## config.mk

```make
export PLATFORM = sky130hd
export DESIGN_NAME = thermo_spi_sampler
export DESIGN_NICKNAME = d
export VERILOG_FILES = /design/src/rtl/thermo_spi_pkg.sv /design/src/rtl/thermo_spi_ctrl.sv /design/src/rtl/thermo_spi_datapath.sv /design/src/rtl/thermo_spi_sampler.sv
export SDC_FILE = /design/constraint.sdc
export NUM_CORES = 1
export LEC_CHECK = 0
export BUFFER_PORTS_ARGS = -buffer_cell sky130_fd_sc_hd__buf_2
export CAP_MARGIN = 25
export CORE_MARGIN = 3
export CORE_UTILIZATION = 59
export DETAILED_ROUTE_END_ITERATION = 10
export PLACE_DENSITY_LB_ADDON = 0.05
export SYNTH_ARGS = -nofsm -noshare
export SYNTH_HDL_FRONTEND = slang
export SYNTH_SLANG_ARGS = --single-unit
```

## constraint.sdc

```tcl
create_clock -name clk -period 6.9 [get_ports clk]
set_clock_uncertainty 0.2 [all_clocks]
set_input_delay 1.035 -clock clk [delete_from_list [all_inputs] [get_ports clk]]
set_output_delay 1.035 -clock clk [all_outputs]
set_load 0.01 [all_outputs]
```

## src/rtl/thermo_spi_pkg.sv

```systemverilog
package thermo_spi_pkg;

  // Strobes passed from the sequencer to the receive datapath
  typedef struct packed {
    logic shiftEn;  // take one miso bit (coincides with an sck fall)
    logic latchEn;  // move assembled word to the outputs (coincides with csN rise)
  } spiStrobes_t;

endpackage

```

## src/rtl/thermo_spi_ctrl.sv

```systemverilog
module thermo_spi_ctrl
  import thermo_spi_pkg::*;
#(
  parameter int CLK_DIV    = 10,
  parameter int FRAME_BITS = 32,
  parameter int GAP_SLOTS  = 1
) (
  input  logic        clk,
  input  logic        rst,
  input  logic        startReq,
  output logic        csN,
  output logic        sckOut,
  output spiStrobes_t strobes
);

  localparam int HALF_DIV  = CLK_DIV / 2;
  localparam int TRAIL     = FRAME_BITS + 1;
  localparam int LAST_SLOT = FRAME_BITS + 1 + GAP_SLOTS;
  localparam int SLOT_W    = $clog2(LAST_SLOT + 1);
  localparam int PH_W      = (CLK_DIV > 1) ? $clog2(CLK_DIV) : 1;

  localparam logic [SLOT_W-1:0] SLOT_FIRST_PULSE = SLOT_W'(1);
  localparam logic [SLOT_W-1:0] SLOT_LAST_PULSE  = SLOT_W'(FRAME_BITS);
  localparam logic [SLOT_W-1:0] SLOT_TRAIL       = SLOT_W'(TRAIL);
  localparam logic [SLOT_W-1:0] SLOT_PARK        = SLOT_W'(LAST_SLOT);
  localparam logic [PH_W-1:0]   PH_LAST          = PH_W'(CLK_DIV - 1);
  localparam logic [PH_W-1:0]   PH_HALF          = PH_W'(HALF_DIV);

  logic [SLOT_W-1:0] slotCnt;
  logic [PH_W-1:0]   phaseCnt;
  logic              idle;
  logic              launch;
  logic              csLowNext;
  logic              sckHighNext;

  // The counter parks on the last phase of the last gap slot
  assign idle   = (slotCnt == SLOT_PARK) && (phaseCnt == PH_LAST);
  assign launch = idle && startReq;

  always_ff @(posedge clk) begin
    if (rst) begin
      slotCnt  <= SLOT_PARK;
      phaseCnt <= PH_LAST;
    end else if (launch) begin
      slotCnt  <= '0;
      phaseCnt <= '0;
    end else if (!idle) begin
      if (phaseCnt == PH_LAST) begin
        phaseCnt <= '0;
        slotCnt  <= slotCnt + SLOT_W'(1);
      end else begin
        phaseCnt <= phaseCnt + PH_W'(1);
      end
    end
  end

  // Decode the slot into pin levels; the pins are registered one cycle later
  assign csLowNext   = (slotCnt <= SLOT_TRAIL);
  assign sckHighNext = (slotCnt >= SLOT_FIRST_PULSE) && (slotCnt <= SLOT_LAST_PULSE)
                       && (phaseCnt >= PH_HALF);

  always_ff @(posedge clk) begin
    if (rst) begin
      csN    <= 1'b1;
      sckOut <= 1'b0;
    end else begin
      csN    <= !csLowNext;
      sckOut <= sckHighNext;
    end
  end

  // Strobes fire on the cycle whose edge moves the pin
  assign strobes.shiftEn = sckOut && !sckHighNext;
  assign strobes.latchEn = !csN && csLowNext == 1'b0;


  sck_low_at_cs_edge_chk: assert property (@(posedge clk) disable iff (rst)
    ($rose(csN) || $fell(csN)) |-> (!sckOut && !$past(sckOut)));


  sck_inside_select_chk: assert property (@(posedge clk) disable iff (rst)
    sckOut |-> !csN);


  cs_fall_after_launch_chk: assert property (@(posedge clk) disable iff (rst)
    $fell(csN) |-> $past(launch, 2));


  ctrl_reset_state_chk: assert property (@(posedge clk) disable iff (rst)
    $past(rst) |-> (csN && !sckOut));

endmodule

```

## src/rtl/thermo_spi_datapath.sv

```systemverilog
module thermo_spi_datapath
  import thermo_spi_pkg::*;
#(
  parameter int FRAME_BITS = 32,
  parameter int TEMP_BITS  = 14
) (
  input  logic                  clk,
  input  logic                  rst,
  input  logic                  miso,
  input  spiStrobes_t           strobes,
  output logic [FRAME_BITS-1:0] frameOut,
  output logic [TEMP_BITS-1:0]  tempOut,
  output logic                  validOut
);

  logic [FRAME_BITS-1:0] shiftReg;

  // MSB first: the earliest bit ends up at the top after a full frame
  always_ff @(posedge clk) begin
    if (rst) begin
      shiftReg <= '0;
    end else if (strobes.shiftEn) begin
      shiftReg <= {shiftReg[FRAME_BITS-2:0], miso};
    end
  end

  always_ff @(posedge clk) begin
    if (rst) begin
      frameOut <= '0;
      validOut <= 1'b0;
    end else begin
      validOut <= strobes.latchEn;
      if (strobes.latchEn) begin
        frameOut <= shiftReg;
      end
    end
  end

  assign tempOut = frameOut[FRAME_BITS-1 -: TEMP_BITS];


  valid_single_cycle_chk: assert property (@(posedge clk) disable iff (rst)
    validOut |=> !validOut);


  dp_reset_state_chk: assert property (@(posedge clk) disable iff (rst)
    $past(rst) |-> (!validOut && frameOut == '0));

endmodule

```

## src/rtl/thermo_spi_sampler.sv

```systemverilog
module thermo_spi_sampler
  import thermo_spi_pkg::*;
#(
  parameter int CLK_DIV    = 10,
  parameter int FRAME_BITS = 32,
  parameter int TEMP_BITS  = 14,
  parameter int GAP_SLOTS  = 1,
  parameter bit FREE_RUN   = 1'b0
) (
  input  logic                  clk,
  input  logic                  rst,
  input  logic                  start,
  input  logic                  miso,
  output logic                  sck,
  output logic                  csN,
  output logic [FRAME_BITS-1:0] frame,
  output logic [TEMP_BITS-1:0]  temp,
  output logic                  valid
);

  spiStrobes_t strobes;
  logic        startReq;

  assign startReq = start || FREE_RUN;

  thermo_spi_ctrl #(
    .CLK_DIV    (CLK_DIV),
    .FRAME_BITS (FRAME_BITS),
    .GAP_SLOTS  (GAP_SLOTS)
  ) u_ctrl (
    .clk      (clk),
    .rst      (rst),
    .startReq (startReq),
    .csN      (csN),
    .sckOut   (sck),
    .strobes  (strobes)
  );

  thermo_spi_datapath #(
    .FRAME_BITS (FRAME_BITS),
    .TEMP_BITS  (TEMP_BITS)
  ) u_dp (
    .clk      (clk),
    .rst      (rst),
    .miso     (miso),
    .strobes  (strobes),
    .frameOut (frame),
    .tempOut  (temp),
    .validOut (valid)
  );


  valid_on_cs_rise_chk: assert property (@(posedge clk) disable iff (rst)
    $rose(csN) |-> valid);


  shift_while_selected_chk: assert property (@(posedge clk) disable iff (rst)
    strobes.shiftEn |-> !csN);

endmodule

```

==> qor.json <==
{
  "timing": {
    "grt_setup_unrepaired": "no",
    "period_share_pct": 39.5,
    "setup-violations-final": 0,
    "clock.fmax_ghz": 0.367,
    "final_hold_viol_count": 0,
    "setup_total_negative_slack_ns": 0,
    "layout_setup_ws_ns": 4.18,
    "post_route_minimum_period_ns": 2.72,
    "timing_worst_slew_pin_value_ns": 1.01,
    "fin_worst_hold_slack_ns": 0.276,
    "report.final.slew_viol_count": 0,
    "slew_headroom_pct": 32.4
  },
  "detailed_routing": {
    "vias_per_cell": 5.25,
    "totalWireLength_mm": 5.07,
    "route.antenna.remaining_nets": 0,
    "avgRoutedWirePerCell_um": 12.5,
    "num_vias": 2120,
    "detailedRoute.firstPassIterationCount": 4,
    "detailedRoute.firstIterationViolations": 96,
    "drc": 0
  },
  "synthesis": {
    "synthesized_netlist_net_count": 310,
    "synth_edf_count": 0,
    "async_reset_ff_share_pct": 0,
    "syn_area_mm2": 0.00312,
    "synth_cell_type_count": 35,
    "ys_ff_latch": 77,
    "yosys_warnings": 0,
    "synth.avg_cell_area_um2": 10.3,
    "ys_seq_area_share_pct": 49.4,
    "dominantRegCellSynth": "sky130_fd_sc_hd__dfxtp_1",
    "postSynthCellCount": 302
  },
  "worst_hold_path": {
    "holdCritStartpoint": "u_ctrl.phaseCnt[0]",
    "hold_depth": 1,
    "hold_end": "u_ctrl.phaseCnt[0]",
    "holdCritPathClass": "register to register"
  },
  "layout": {
    "drive_above_1_share_pct": 21.7,
    "nets": 340,
    "num_antenna_cells": 0,
    "synth_to_layout_area_growth_pct": 10.7,
    "final.fill_count": 394
  },
  "clock_tree": {
    "cts.root.buffer_cell": "sky130_fd_sc_hd__clkbuf_8",
    "tritoncts": "done",
    "cts_clock_pin_slew_for_the_worst_setup_and_hold_paths_ns": 0.08,
    "worst_skew_pair.late_latency_ns": 0.34,
    "clock_sink_count": 77,
    "cts_setup_buffers": 0,
    "htreeDepth": 3,
    "cts-root-to-sink-buffers": 2,
    "tritoncts.num_buffers": 9,
    "hold_buffers": 0,
    "cts_resized": 0
  },
  "global_route": {
    "grt_overflow_total": 0,
    "first_pass_grt_wire_length_mm": 9.02,
    "largest_net_degree_at_the_start_of_global_routing": 78,
    "grt_antenna_before_repair": 0,
    "via_count_of_the_first_global_routing_pass": 2007,
    "grt.total_usage_pct": 18.0
  },
  "placement": {
    "detailedPlacementHpwl_mm": 3.09,
    "gp_congestion": 0.781,
    "io_buffer_count": 52,
    "pre_cts_slack_ns": 4.19
  },
  "setup_path": {
    "crit_slowest_cell": "sky130_fd_sc_hd__a211o_2",
    "startpoint_type": "register",
    "crit_path_cell_trace": "inv_1 -> ha_1 -> or4b_4 -> nor4b_1 -> a211o_2 -> mux2i_1",
    "path_max_fanout": 32,
    "source_of_the_worst_register_to_register_timing_path": "u_ctrl.slotCnt[0]",
    "critPathMaxStageDelay_ns": 0.75,
    "sort_of_element_at_the_end_of_the_critical_path": "register",
    "critical_path_class": "register to register",
    "regToRegEndpoint": "u_dp.shiftReg[20]",
    "reg2reg_setup_slack_ns": 4.18,
    "cp.required_ns": 6.96,
    "r2r_cells": 6,
    "worst_ep_arrival_time_ns": 2.78
  },
  "power": {
    "powerDensity_mw_per_mm2": 331,
    "cellLeakagePower_nw": 1.42,
    "peakVddDrop_mv": 0.183
  },
  "floorplanning": {
    "die_height_um": 78.7,
    "dieWidth_um": 78.7,
    "floorplan.core_area_mm2": 0.00491,
    "io_pins": 53,
    "core.rowCount": 25,
    "dieArea_mm2": 0.00620,
    "initial_utilization_pct": 63.6
  },
  "job": {
    "max-cap-violations": 0
  },
  "status": {
    "run_status": "complete, no violations"
  }
}
==> report_power, final <==
part | internal [W] | switching (W)
Clock | 0.000239 | 0.000158
Sequential | 0.000469 | 0.0000325
Combinational | 0.000100 | 0.000144
==> synthesized netlist by cell type (2+ instances only) <==
library cell | n | area [um2]
sky130_fd_sc_hd__a21oi_1 | 5 | 25.0
sky130_fd_sc_hd__buf_12 | 3 | 60.1
sky130_fd_sc_hd__buf_2 | 4 | 20.0
sky130_fd_sc_hd__buf_4 | 15 | 113
sky130_fd_sc_hd__clkbuf_1 | 10 | 37.5
sky130_fd_sc_hd__dfxtp_1 | 77 | 1540
sky130_fd_sc_hd__ha_1 | 4 | 50.1
sky130_fd_sc_hd__inv_1 | 4 | 15.0
sky130_fd_sc_hd__mux2i_1 | 34 | 340
sky130_fd_sc_hd__nand2_1 | 8 | 30.0
sky130_fd_sc_hd__nand2b_1 | 36 | 225
sky130_fd_sc_hd__nand3_1 | 2 | 10.0
sky130_fd_sc_hd__nand3b_1 | 32 | 240
sky130_fd_sc_hd__nor2_1 | 10 | 37.5
sky130_fd_sc_hd__o21ai_0 | 35 | 175
sky130_fd_sc_hd__or3_1 | 2 | 12.5
sky130_fd_sc_hd__xor2_1 | 3 | 26.3
==> through the flow <==
stage	util [%]	instance area (um2)	power, W	std cells
after floorplan	-	3120	0.000753	302
after CTS	70.4	3460	0.00115	404
after global routing	70.4	3460	0.00121	404
after global placement	65.6	3220	0.000752	388
final	70.4	3460	0.00114	404
after detailed placement	65.6	3220	0.000755	388
==> worst max-delay path by stage <==
stage	startpoint	end	slack, ns	depth (start not counted)
3_5_place_dp	u_ctrl.slotCnt[0]	u_dp.shiftReg[20]	4.19	6
3_3_place_gp	u_ctrl.slotCnt[0]	u_dp.shiftReg[15]	4.29	6
4_1_cts	u_ctrl.slotCnt[0]	u_dp.shiftReg[20]	4.16	6
2_1_floorplan	u_ctrl.slotCnt[0]	u_dp.shiftReg[27]	4.73	8
5_1_grt	u_ctrl.slotCnt[0]	u_dp.shiftReg[20]	3.98	6
6_report	u_ctrl.slotCnt[0]	u_dp.shiftReg[20]	4.18	6
==> final cells by class <==
type	count	area, um2	share of cell area [%]
clock buffers	9	124	3.58
clock inverters	7	114	3.29
inverters	4	15.0	0.434
multi-input cells	187	1310	37.9
flip-flops and latches	77	1540	44.6
well taps	67	83.8	2.42
repair buffers	53	268	7.75
==> layer usage <==
metal  wire length [um]  vias to the layer above  global-route usage (%)
met5                  0                        -                       0
li1                   -                     1084                       -
met3                232                       10                    4.20
met1               2460                      985                    22.6
met4                113                        0                    8.92
met2               2260                       41                    29.0
==> cell usage in the layout (no fill, tap or decap), types with 3 or more instances in the layout <==
cell,synthesis,layout
sky130_fd_sc_hd__mux2i_1,34,34
sky130_fd_sc_hd__inv_1,4,4
sky130_fd_sc_hd__nand2b_1,36,36
sky130_fd_sc_hd__bufinv_16,0,3
sky130_fd_sc_hd__buf_2,4,52
sky130_fd_sc_hd__nand2_1,8,8
sky130_fd_sc_hd__clkinv_2,0,3
sky130_fd_sc_hd__ha_1,4,4
sky130_fd_sc_hd__dfxtp_1,77,77
sky130_fd_sc_hd__nor2_1,10,10
sky130_fd_sc_hd__nand3b_1,32,32
sky130_fd_sc_hd__clkbuf_8,1,9
sky130_fd_sc_hd__o21ai_0,35,35
sky130_fd_sc_hd__xor2_1,3,3
sky130_fd_sc_hd__a21oi_1,5,5
==> critical path: cells and delay by family (launching register included) <==
kind / cells / cell delay, ns
AOI/OAI and AO/OA: 1 / 0.75
and+or+nand+nor: 2 / 0.79
buffers and inverters: 1 / 0.10
adders and majority gates: 1 / 0.16
muxes: 1 / 0.27
DFF: 1 / 0.36
==> cells by family (layout without fill, tap and decap cells) <==
family                   count (synthesis)  in the layout  share of synthesized area [%]
AND/OR/NAND/NOR                         99             99                           20.4
buffers and inverters                   38             73                           8.66
adder cells (fa/ha/maj)                  4              4                           1.60
multiplexers                            34             34                           10.9
AO/OA/AOI/OAI                           47             47                           8.26
XOR/XNOR                                 3              3                          0.842
flip-flops                              77             77                           49.4
==> flip-flops by register name (all words and copies together) (netlist names) <==
name             count
u_ctrl.slotCnt       6
u_ctrl.csN           1
u_dp.shiftReg       32
u_ctrl.phaseCnt      4
u_ctrl.sckOut        1
u_dp.validOut        1
u_dp.frameOut       32
(Power assumes the default switching activity.)
